**config.mk**
```make
export PLATFORM = sky130hd
export DESIGN_NAME = can_fc_status
export DESIGN_NICKNAME = d
export VERILOG_FILES = /design/src/rtl/can_fc_pkg.sv /design/src/rtl/can_fc_errctr.sv /design/src/rtl/can_fc_codereg.sv /design/src/rtl/can_fc_status.sv
export SDC_FILE = /design/constraint.sdc
export NUM_CORES = 1
export LEC_CHECK = 0
export BUFFER_PORTS_ARGS = -buffer_cell sky130_fd_sc_hd__clkbuf_2
export CAP_MARGIN = 20
export CORE_MARGIN = 10
export CORE_UTILIZATION = 44
export CTS_BUF_LIST = sky130_fd_sc_hd__clkbuf_4
export CTS_CLUSTER_DIAMETER = 100
export CTS_CLUSTER_SIZE = 40
export DETAILED_ROUTE_END_ITERATION = 8
export PLACE_DENSITY = 0.73
export SLEW_MARGIN = 20
export SYNTH_ARGS = -nofsm -noshare
export SYNTH_HDL_FRONTEND = slang
export SYNTH_SLANG_ARGS = --single-unit
```
**constraint.sdc**
```tcl
create_clock -name clk -period 2.3 [get_ports clk]
set_input_delay 0.115 -clock clk [delete_from_list [all_inputs] [get_ports clk]]
set_output_delay 0.115 -clock clk [all_outputs]
set_load 0.1 [all_outputs]
```
**src/rtl/can_fc_pkg.sv**
```systemverilog
package can_fc_pkg;

   typedef enum logic [2:0] {
      ERR_NONE    = 3'd0,
      ERR_STUFF   = 3'd1,
      ERR_FORM    = 3'd2,
      ERR_ACK     = 3'd3,
      ERR_BIT_REC = 3'd4,
      ERR_BIT_DOM = 3'd5,
      ERR_CRC     = 3'd6,
      ERR_SW_MARK = 3'd7
   } can_err_e;

   localparam int unsigned STAT_W    = 32;
   localparam int unsigned RXC_LSB   = 24;
   localparam int unsigned TXC_LSB   = 16;
   localparam int unsigned CODE_LSB  = 4;
   localparam int unsigned BOFF_BIT  = 2;
   localparam int unsigned PASS_BIT  = 1;
   localparam int unsigned WARN_BIT  = 0;

endpackage

```
**src/rtl/can_fc_errctr.sv**
```systemverilog
module can_fc_errctr #(
   parameter int unsigned CNT_W   = 8,
   parameter int unsigned STEP    = 1,
   parameter bit          OVF_BIT = 1'b0
) (
   input  logic             clk,
   input  logic             rst_n,
   input  logic             clr_i,
   input  logic             hold_i,
   input  logic             err_i,
   input  logic             ok_i,
   output logic [CNT_W:0]   cnt_o
);

   localparam int unsigned  FULL_W = CNT_W + 1;
   localparam logic [FULL_W:0]   MAX_V  = (FULL_W+1)'((2**CNT_W) - 1);
   localparam logic [FULL_W:0]   STEP_V = (FULL_W+1)'(STEP);
   localparam logic [FULL_W-1:0] ONE_V  = FULL_W'(1);

   if (STEP < 1 || STEP > (2**CNT_W)) begin : g_bad_step
      $error("can_fc_errctr: STEP out of range");
   end

   logic [FULL_W-1:0] cnt_q, cnt_d, inc_v;
   logic [FULL_W:0]   sum_v;

   assign sum_v = {1'b0, cnt_q} + STEP_V;

   if (OVF_BIT) begin : g_ovf
      assign inc_v = sum_v[FULL_W-1:0];
   end else begin : g_sat
      assign inc_v = (sum_v > MAX_V) ? MAX_V[FULL_W-1:0] : sum_v[FULL_W-1:0];
   end

   always_comb begin
      cnt_d = cnt_q;
      if (clr_i) begin
         cnt_d = '0;
      end else if (!hold_i) begin
         if (err_i) begin
            cnt_d = inc_v;
         end else if (ok_i && cnt_q != '0) begin
            cnt_d = cnt_q - ONE_V;
         end
      end
   end

   always_ff @(posedge clk or negedge rst_n) begin
      if (!rst_n) cnt_q <= '0;
      else        cnt_q <= cnt_d;
   end

   assign cnt_o = cnt_q;

   AST_CLR_ZERO: assert property (@(posedge clk) disable iff (!rst_n)
      clr_i |=> cnt_q == '0);

   AST_HOLD_FROZEN: assert property (@(posedge clk) disable iff (!rst_n)
      (hold_i && !clr_i) |=> $stable(cnt_q));

   AST_NO_UNDERFLOW: assert property (@(posedge clk) disable iff (!rst_n)
      (ok_i && !err_i && !hold_i && !clr_i && cnt_q == '0) |=> cnt_q == '0);

   AST_ERR_RAISES: assert property (@(posedge clk) disable iff (!rst_n)
      (err_i && !hold_i && !clr_i && {1'b0, cnt_q} < MAX_V) |=> cnt_q > $past(cnt_q));

   if (!OVF_BIT) begin : g_sat_chk
      AST_SAT_CEIL: assert property (@(posedge clk) disable iff (!rst_n)
         {1'b0, cnt_q} <= MAX_V);
   end

endmodule

```
**src/rtl/can_fc_codereg.sv**
```systemverilog
module can_fc_codereg #(
   parameter int unsigned CODE_W = 3
) (
   input  logic              clk,
   input  logic              rst_n,
   input  logic              hw_vld_i,
   input  logic [CODE_W-1:0] hw_code_i,
   input  logic              clr_i,
   input  logic              sw_we_i,
   input  logic [CODE_W-1:0] sw_code_i,
   output logic [CODE_W-1:0] code_o
);

   localparam logic [CODE_W-1:0] SW_MARK = {CODE_W{1'b1}};

   logic [CODE_W-1:0] code_q;

   always_ff @(posedge clk or negedge rst_n) begin
      if (!rst_n)          code_q <= '0;
      else if (hw_vld_i)   code_q <= hw_code_i;
      else if (clr_i)      code_q <= '0;
      else if (sw_we_i)    code_q <= sw_code_i;
   end

   assign code_o = code_q;

   AST_HW_CODE_LEGAL: assert property (@(posedge clk) disable iff (!rst_n)
      hw_vld_i |-> (hw_code_i != '0 && hw_code_i != SW_MARK));

   AST_HW_LOAD: assert property (@(posedge clk) disable iff (!rst_n)
      hw_vld_i |=> code_q == $past(hw_code_i));

   AST_OK_CLEAR: assert property (@(posedge clk) disable iff (!rst_n)
      (clr_i && !hw_vld_i) |=> code_q == '0);

   AST_SW_LOAD: assert property (@(posedge clk) disable iff (!rst_n)
      (sw_we_i && !hw_vld_i && !clr_i) |=> code_q == $past(sw_code_i));

   AST_IDLE_KEEP: assert property (@(posedge clk) disable iff (!rst_n)
      (!sw_we_i && !hw_vld_i && !clr_i) |=> $stable(code_q));

endmodule

```
**src/rtl/can_fc_status.sv**
```systemverilog
module can_fc_status
   import can_fc_pkg::*;
#(
   parameter int unsigned CNT_W         = 8,
   parameter int unsigned CODE_W        = 3,
   parameter int unsigned TX_ERR_STEP   = 8,
   parameter int unsigned RX_ERR_STEP   = 1,
   parameter int unsigned WARN_LIMIT    = 96,
   parameter int unsigned PASSIVE_LIMIT = 127
) (
   input  logic              clk,
   input  logic              rst_n,
   input  logic              err_vld_i,
   input  logic [2:0]        err_code_i,
   input  logic              err_is_tx_i,
   input  logic              tx_ok_i,
   input  logic              rx_ok_i,
   input  logic              recover_i,
   input  logic              wr_en_i,
   input  logic [31:0]       wr_data_i,
   output logic [31:0]       status_o
);

   localparam logic [CNT_W:0] WARN_V = (CNT_W+1)'(WARN_LIMIT);
   localparam logic [CNT_W:0] PASS_V = (CNT_W+1)'(PASSIVE_LIMIT);

   if (CNT_W != 8 || CODE_W != 3) begin : g_bad_layout
      $error("can_fc_status: field widths must match the 32-bit word layout");
   end
   if (WARN_LIMIT > PASSIVE_LIMIT || PASSIVE_LIMIT >= (2**CNT_W)) begin : g_bad_limits
      $error("can_fc_status: threshold ordering violated");
   end

   logic [CNT_W:0]    tx_cnt, rx_cnt;
   logic [CNT_W-1:0]  tx_vis;
   logic [CODE_W-1:0] code;
   logic              busoff, passive, warn;

   assign busoff = tx_cnt[CNT_W];

   can_fc_errctr #(.CNT_W(CNT_W), .STEP(TX_ERR_STEP), .OVF_BIT(1'b1)) u_txctr (
      .clk    (clk),
      .rst_n  (rst_n),
      .clr_i  (recover_i),
      .hold_i (busoff),
      .err_i  (err_vld_i & err_is_tx_i),
      .ok_i   (tx_ok_i),
      .cnt_o  (tx_cnt)
   );

   can_fc_errctr #(.CNT_W(CNT_W), .STEP(RX_ERR_STEP), .OVF_BIT(1'b0)) u_rxctr (
      .clk    (clk),
      .rst_n  (rst_n),
      .clr_i  (recover_i),
      .hold_i (busoff),
      .err_i  (err_vld_i & ~err_is_tx_i),
      .ok_i   (rx_ok_i),
      .cnt_o  (rx_cnt)
   );

   can_fc_codereg #(.CODE_W(CODE_W)) u_code (
      .clk       (clk),
      .rst_n     (rst_n),
      .hw_vld_i  (err_vld_i),
      .hw_code_i (err_code_i[CODE_W-1:0]),
      .clr_i     (tx_ok_i | rx_ok_i),
      .sw_we_i   (wr_en_i),
      .sw_code_i (wr_data_i[CODE_LSB +: CODE_W]),
      .code_o    (code)
   );

   assign tx_vis  = busoff ? {CNT_W{1'b1}} : tx_cnt[CNT_W-1:0];
   assign warn    = (tx_cnt >= WARN_V) || (rx_cnt >= WARN_V);
   assign passive = (tx_cnt > PASS_V) || (rx_cnt > PASS_V);

   always_comb begin
      status_o = '0;
      status_o[RXC_LSB +: CNT_W]  = rx_cnt[CNT_W-1:0];
      status_o[TXC_LSB +: CNT_W]  = tx_vis;
      status_o[CODE_LSB +: CODE_W] = code;
      status_o[BOFF_BIT] = busoff;
      status_o[PASS_BIT] = passive;
      status_o[WARN_BIT] = warn;
   end

   AST_PASSIVE_HAS_WARN: assert property (@(posedge clk) disable iff (!rst_n)
      status_o[PASS_BIT] |-> status_o[WARN_BIT]);

   AST_BUSOFF_HAS_PASSIVE: assert property (@(posedge clk) disable iff (!rst_n)
      status_o[BOFF_BIT] |-> status_o[PASS_BIT]);

   AST_BUSOFF_ENTRY: assert property (@(posedge clk) disable iff (!rst_n)
      $rose(busoff) |-> $past(err_vld_i && err_is_tx_i));

endmodule

```
=== Yosys cells after proc, flatten, opt, wreduce, memory -nomap -nowiden ===
Index checks and enable logic that the tools add are counted.

* Logic and storage cells: 42
* Register bits after elaboration: 21
* Input port bits: 43

* Multiplexer cells: 13
* Bitwise gates (word level): 4
* Equality and inequality tests: 1
* $lt $le $gt $ge: 5
* Add/sub/neg operators: 4
* Reduce and logical (&&, ||, !) cells: 11

{| class="wikitable"
|+ Operators with widths
! cell !! count
|-
| $mux 9 || 9
|-
| $ge 9x7->1 const B || 2
|-
| $gt 9x7->1 const B || 2
|-
| $reduce_bool 9->1 || 2
|-
| $sub 9x1->9 const B || 2
|-
| $add 9x1->10 const B || 1
|-
| $gt 10x8->1 const B || 1
|-
| $add 9x4->9 const B || 1
|-
| $mux 3 || 3
|-
| $reduce_bool 3->1 || 3
|-
| $mux 8 || 1
|-
| $reduce_and 2->1 || 2
|-
| $and 1x1->1 || 2
|-
| $logic_and 1x1->1 || 2
|-
| $logic_or 1x1->1 || 2
|-
| $ne 2x2->1 const B || 1
|-
| $not 1->1 || 1
|-
| $or 1x1->1 || 1
|}

=== Depth between registers and ports, before layout ===
* Depth after elaboration: 6
* Depth in mapped cells: 9

=== By module ===
Synthesis repeated with hierarchy kept, for this count alone.

* Cell total of the unflattened synthesis: 210
* Area total of the unflattened synthesis: 1804.2 µm²

{| class="wikitable"
|+ Modules (own cells, without submodules)
! module !! cells each !! times used !! area an instance (µm²)
|-
| can_fc_errctr (u_rxctr) || 106 || 1 || 859.6
|-
| can_fc_errctr (u_txctr) || 68 || 1 || 621.8
|-
| can_fc_status || 26 || 1 || 183.9
|-
| can_fc_codereg || 10 || 1 || 138.9
|}

=== Worst setup path after synthesis ===
Ideal clock, no wire load.

* Path kind: register to register
* Start: reg u_rxctr.cnt_q[0] (netlist: u_rxctr.cnt_o[0])
* End: reg u_rxctr.cnt_q[7] (netlist: u_rxctr.cnt_o[7])
* Path buffers: 1
* Stages on the path, launching flop included: 9
* Slack: 0.217 ns
* Data arrival time: 1.961 ns
* Path through: dfrtp_1 clkbuf_1 inv_1 ha_1 or4b_4 o21ai_4 a211oi_4 a31o_1 a32o_1

* Word-level cells in the longest chain between the ends: 6

{| class="wikitable"
|+ Ends and longest elaborated chain
! element !! line !! source
|-
| start, declared || can_fc_errctr.sv:24 || <nowiki>logic [FULL_W-1:0] cnt_q, cnt_d, inc_v;</nowiki>
|-
| start signal, assigned || can_fc_errctr.sv:50 || <nowiki>else cnt_q <= cnt_d;</nowiki>
|-
| $add 9x1->10 || can_fc_errctr.sv:27 || <nowiki>assign sum_v = {1'b0, cnt_q} + STEP_V;</nowiki>
|-
| $gt 10x8->1 || can_fc_errctr.sv:32 || <nowiki>assign inc_v = (sum_v > MAX_V) ? MAX_V[FULL_W-1:0] : sum_v[FULL_W-1:0];</nowiki>
|-
| $mux 9 || can_fc_errctr.sv:32 ||
|-
| $mux 9 || can_fc_errctr.sv:40 || <nowiki>if (err_i) begin</nowiki>
|-
| $mux 9 || can_fc_errctr.sv:39 || <nowiki>end else if (!hold_i) begin</nowiki>
|-
| $mux 9 || can_fc_errctr.sv:37 || <nowiki>if (clr_i) begin</nowiki>
|}

Parallel ways exist; a longest one is shown, timed or not. The select of a mux whose other input is x is not followed.
A chain may end at the register's enable or synchronous reset.

=== Final worst setup path ===
* Start: reg u_rxctr.cnt_q[1] (netlist: u_rxctr.cnt_o[1])
* End: reg u_rxctr.cnt_q[6] (netlist: u_rxctr.cnt_o[6])

Same word-level chain as after synthesis.

==> out/qor.txt <==
Status -> finished clean
Port Buffers -> 35
Max Root-Sink Buffers -> 2
DRC -> 0
Dpl hpwl -> 3630 um
Max-Cap Viols -> 0
Final GP Congestion -> 0.855
Commonest register cell after synthesis -> dfrtp_1
Critical path class -> reg -> reg
Die Area -> 7410 um^2
CTS root buf -> clkbuf_4
Initial antenna violation count -> 0
Final nets -> 308
Clk sinks -> 21
Synthesized flop and latch total -> 21
Chip Height -> 86.1 um
Layout Skew -> 0.00538 ns
Rel. slew slack -> 60.9%
Layout cells sized above 1 -> 25.4%
Sequential-to-total area share from yosys stat -> 27.3%
Area growth syn-to-layout -> 8.46%
Post-layout minimum cycle time -> 2.12 ns
Mapped Cells -> 232
Setup tns final -> 0 ns
Diodes inserted -> 0
Congestion Overflow GR -> 0
RSZ-0062 raised after global routing -> false
WHS -> 0.0223 ns
Finish-stage setup viols -> 0
Antenna-violating nets left -> 0
Period utilisation layout -> 92.4%
Post-synth cell types -> 57
Vias in the first global route -> 1704
Synth Area per Inst -> 8.29 um^2
Routed WL per cell -> 16.1 um
Fin. Hold Viols -> 0
Arr. time, crit path -> 2.33 ns
Total number of vias -> 1732
Worst-path cell chain -> inv_1 -> ha_1 -> or4b_4 -> o21ai_4 -> o21a_1 -> o21ai_0 -> o41ai_1
CTS tree -> yes
Core Region -> 4120 um^2
Fin. max-slew vios -> 0
I/O pin count -> 75
CP max-delay cell -> or4b_4
Post-CTS Setup Bufs -> 0
CP Buf/Inv Count -> 1
Startpoint Class -> register
Worst-Skew Late Latency -> 0.32 ns
Syn. warnings -> 0
Initial DRC Count -> 115
EDFF count, synth -> 0
Crit end category -> register
CTS Buf Count -> 3
Slew @ Worst Pin -> 0.585 ns
Worst-path clk slew -> 0.13 ns
Largest net degree at the start of global routing -> 22
CP max stage delay -> 0.47 ns
First-pass GRT wire length -> 8020 um
Via density -> 5.66
Initial Utilization -> 46.7%
Final WL -> 4930 um
Post-Syn Area -> 1920 um^2
Async set or reset register ratio after synthesis -> 100%
Die Span X -> 86.1 um
FMAX -> 0.471 GHz
Std-Cell Rows -> 23
Worst-path maximum fanout -> 10
Required time of the critical path -> 2.50 ns
GRT Total Usage -> 12.8%
H-tree depth -> 1
Top delay family on crit path -> compound AO/OA/AOI/OAI gates
Type of the tightest min-delay check -> in -> reg
DRT Pass-1 Iters -> 4
## registers in the layout (all words and copies together), names as in the netlist
name / count
u_code.code_o: 3
u_txctr.cnt_o: 9
u_rxctr.cnt_o: 9
## synthesized netlist by cell type, drive strengths merged (5+ instances only)
cell type / number / share of area (%)
clkbuf: 9 / 1.8
buf: 28 / 11
o21ai: 14 / 4.2
or3: 5 / 1.6
nand2: 18 / 3.5
dfrtp: 21 / 27
mux2i: 5 / 2.6
ha: 8 / 5.2
nand3: 5 / 1.3
nor2: 15 / 2.9
xnor2: 8 / 3.6
inv: 12 / 2.3
or2: 8 / 2.6
a21oi: 14 / 3.8
nand4: 7 / 2.3
## stage by stage
stage	util [%]	cell area (um^2)	cells	setup WS, ns
after floorplan	-	1960	241	0.217
after global placement	49.2	2030	299	0.248
after detailed placement	49.2	2030	299	0.176
after CTS	50.7	2090	306	0.149
after global routing	50.7	2090	306	0.0276
final	50.7	2090	306	0.176
## worst register-to-register path, stage by stage (launching register included)
cell and delay, ns:
dfrtp_1 0.40, inv_1 0.15, ha_1 0.18, or4b_4 0.47
o21ai_4 0.19, o21a_1 0.38, o21ai_0 0.16, o41ai_1 0.09
## cells by family (layout without fill, tap and decap cells)
kind of cell    Yosys count  after routing  synth area share [%]
buf+inv                  49             64                  15.2
xor+xnor                 10             10                  4.55
fa+ha+maj                 8              8                  5.21
flops                    21             21                  27.3
simple gates             80             80                  23.2
other cells               1             10                 0.195
compound gates           58             58                  21.7
mux                       5              5                  2.60
## metal layers
layer / GRT usage, % / share of wire [%]
met5: 0 / 0
met4: 3.59 / 0.97
met3: 3.88 / 6.8
met2: 20.8 / 47
met1: 16.0 / 46
## path summary, 6_finish.rpt
path                                   from               end  slack, ns  depth (start not counted)
max                        u_rxctr.cnt_o[1]  u_rxctr.cnt_o[6]       0.18                          7
min                           err_code_i[1]  u_code.code_o[1]       0.02                          3
max reg2reg                u_rxctr.cnt_o[1]  u_rxctr.cnt_o[6]       0.18                          7
min reg2reg                u_code.code_o[2]  u_code.code_o[2]       0.59                          2
max in group asynchronous             rst_n  u_txctr.cnt_o[6]       1.61                          2
min in group asynchronous             rst_n  u_rxctr.cnt_o[3]       0.31                          2
## final cells by class
class | count | area [um^2]
tap | 50 | 62.6
fill | 406 | 2030
multi-input combinational | 171 | 1140
timing repair buffer | 48 | 283
clock buffer | 4 | 30.0
inverter | 12 | 45.0
sequential | 21 | 526
## cell usage in the layout, fill, tap and decap left out, drive strengths merged, types with 3 or more instances in the layout
| master | synthesis | final |
|---|---|---|
| a21oi | 14 | 14 |
| or4b | 3 | 3 |
| nor2 | 15 | 15 |
| xnor2 | 8 | 8 |
| o21ai | 14 | 14 |
| clkbuf | 9 | 38 |
| nand3 | 5 | 5 |
| nand2 | 18 | 18 |
| conb | 1 | 10 |
| inv | 12 | 12 |
| nand4 | 7 | 7 |
| or3 | 5 | 5 |
| dfrtp | 21 | 21 |
| buf | 28 | 11 |
| or2 | 8 | 8 |
| ha | 8 | 8 |
| dlygate4sd3 | 0 | 3 |
| mux2i | 5 | 5 |
| nor3 | 4 | 4 |
| o21a | 4 | 4 |
## timing repair
| item | CTS | global route |
|---|---|---|
| hold buffers | 3 | 0 |
| gates resized for setup | 0 | 0 |
| endpoints found under the hold margin | 23 | 0 |
Power is left out: the tool's default activity adds up to more than one toggle a clock period on the data nets, which glitch-free logic cannot reach.
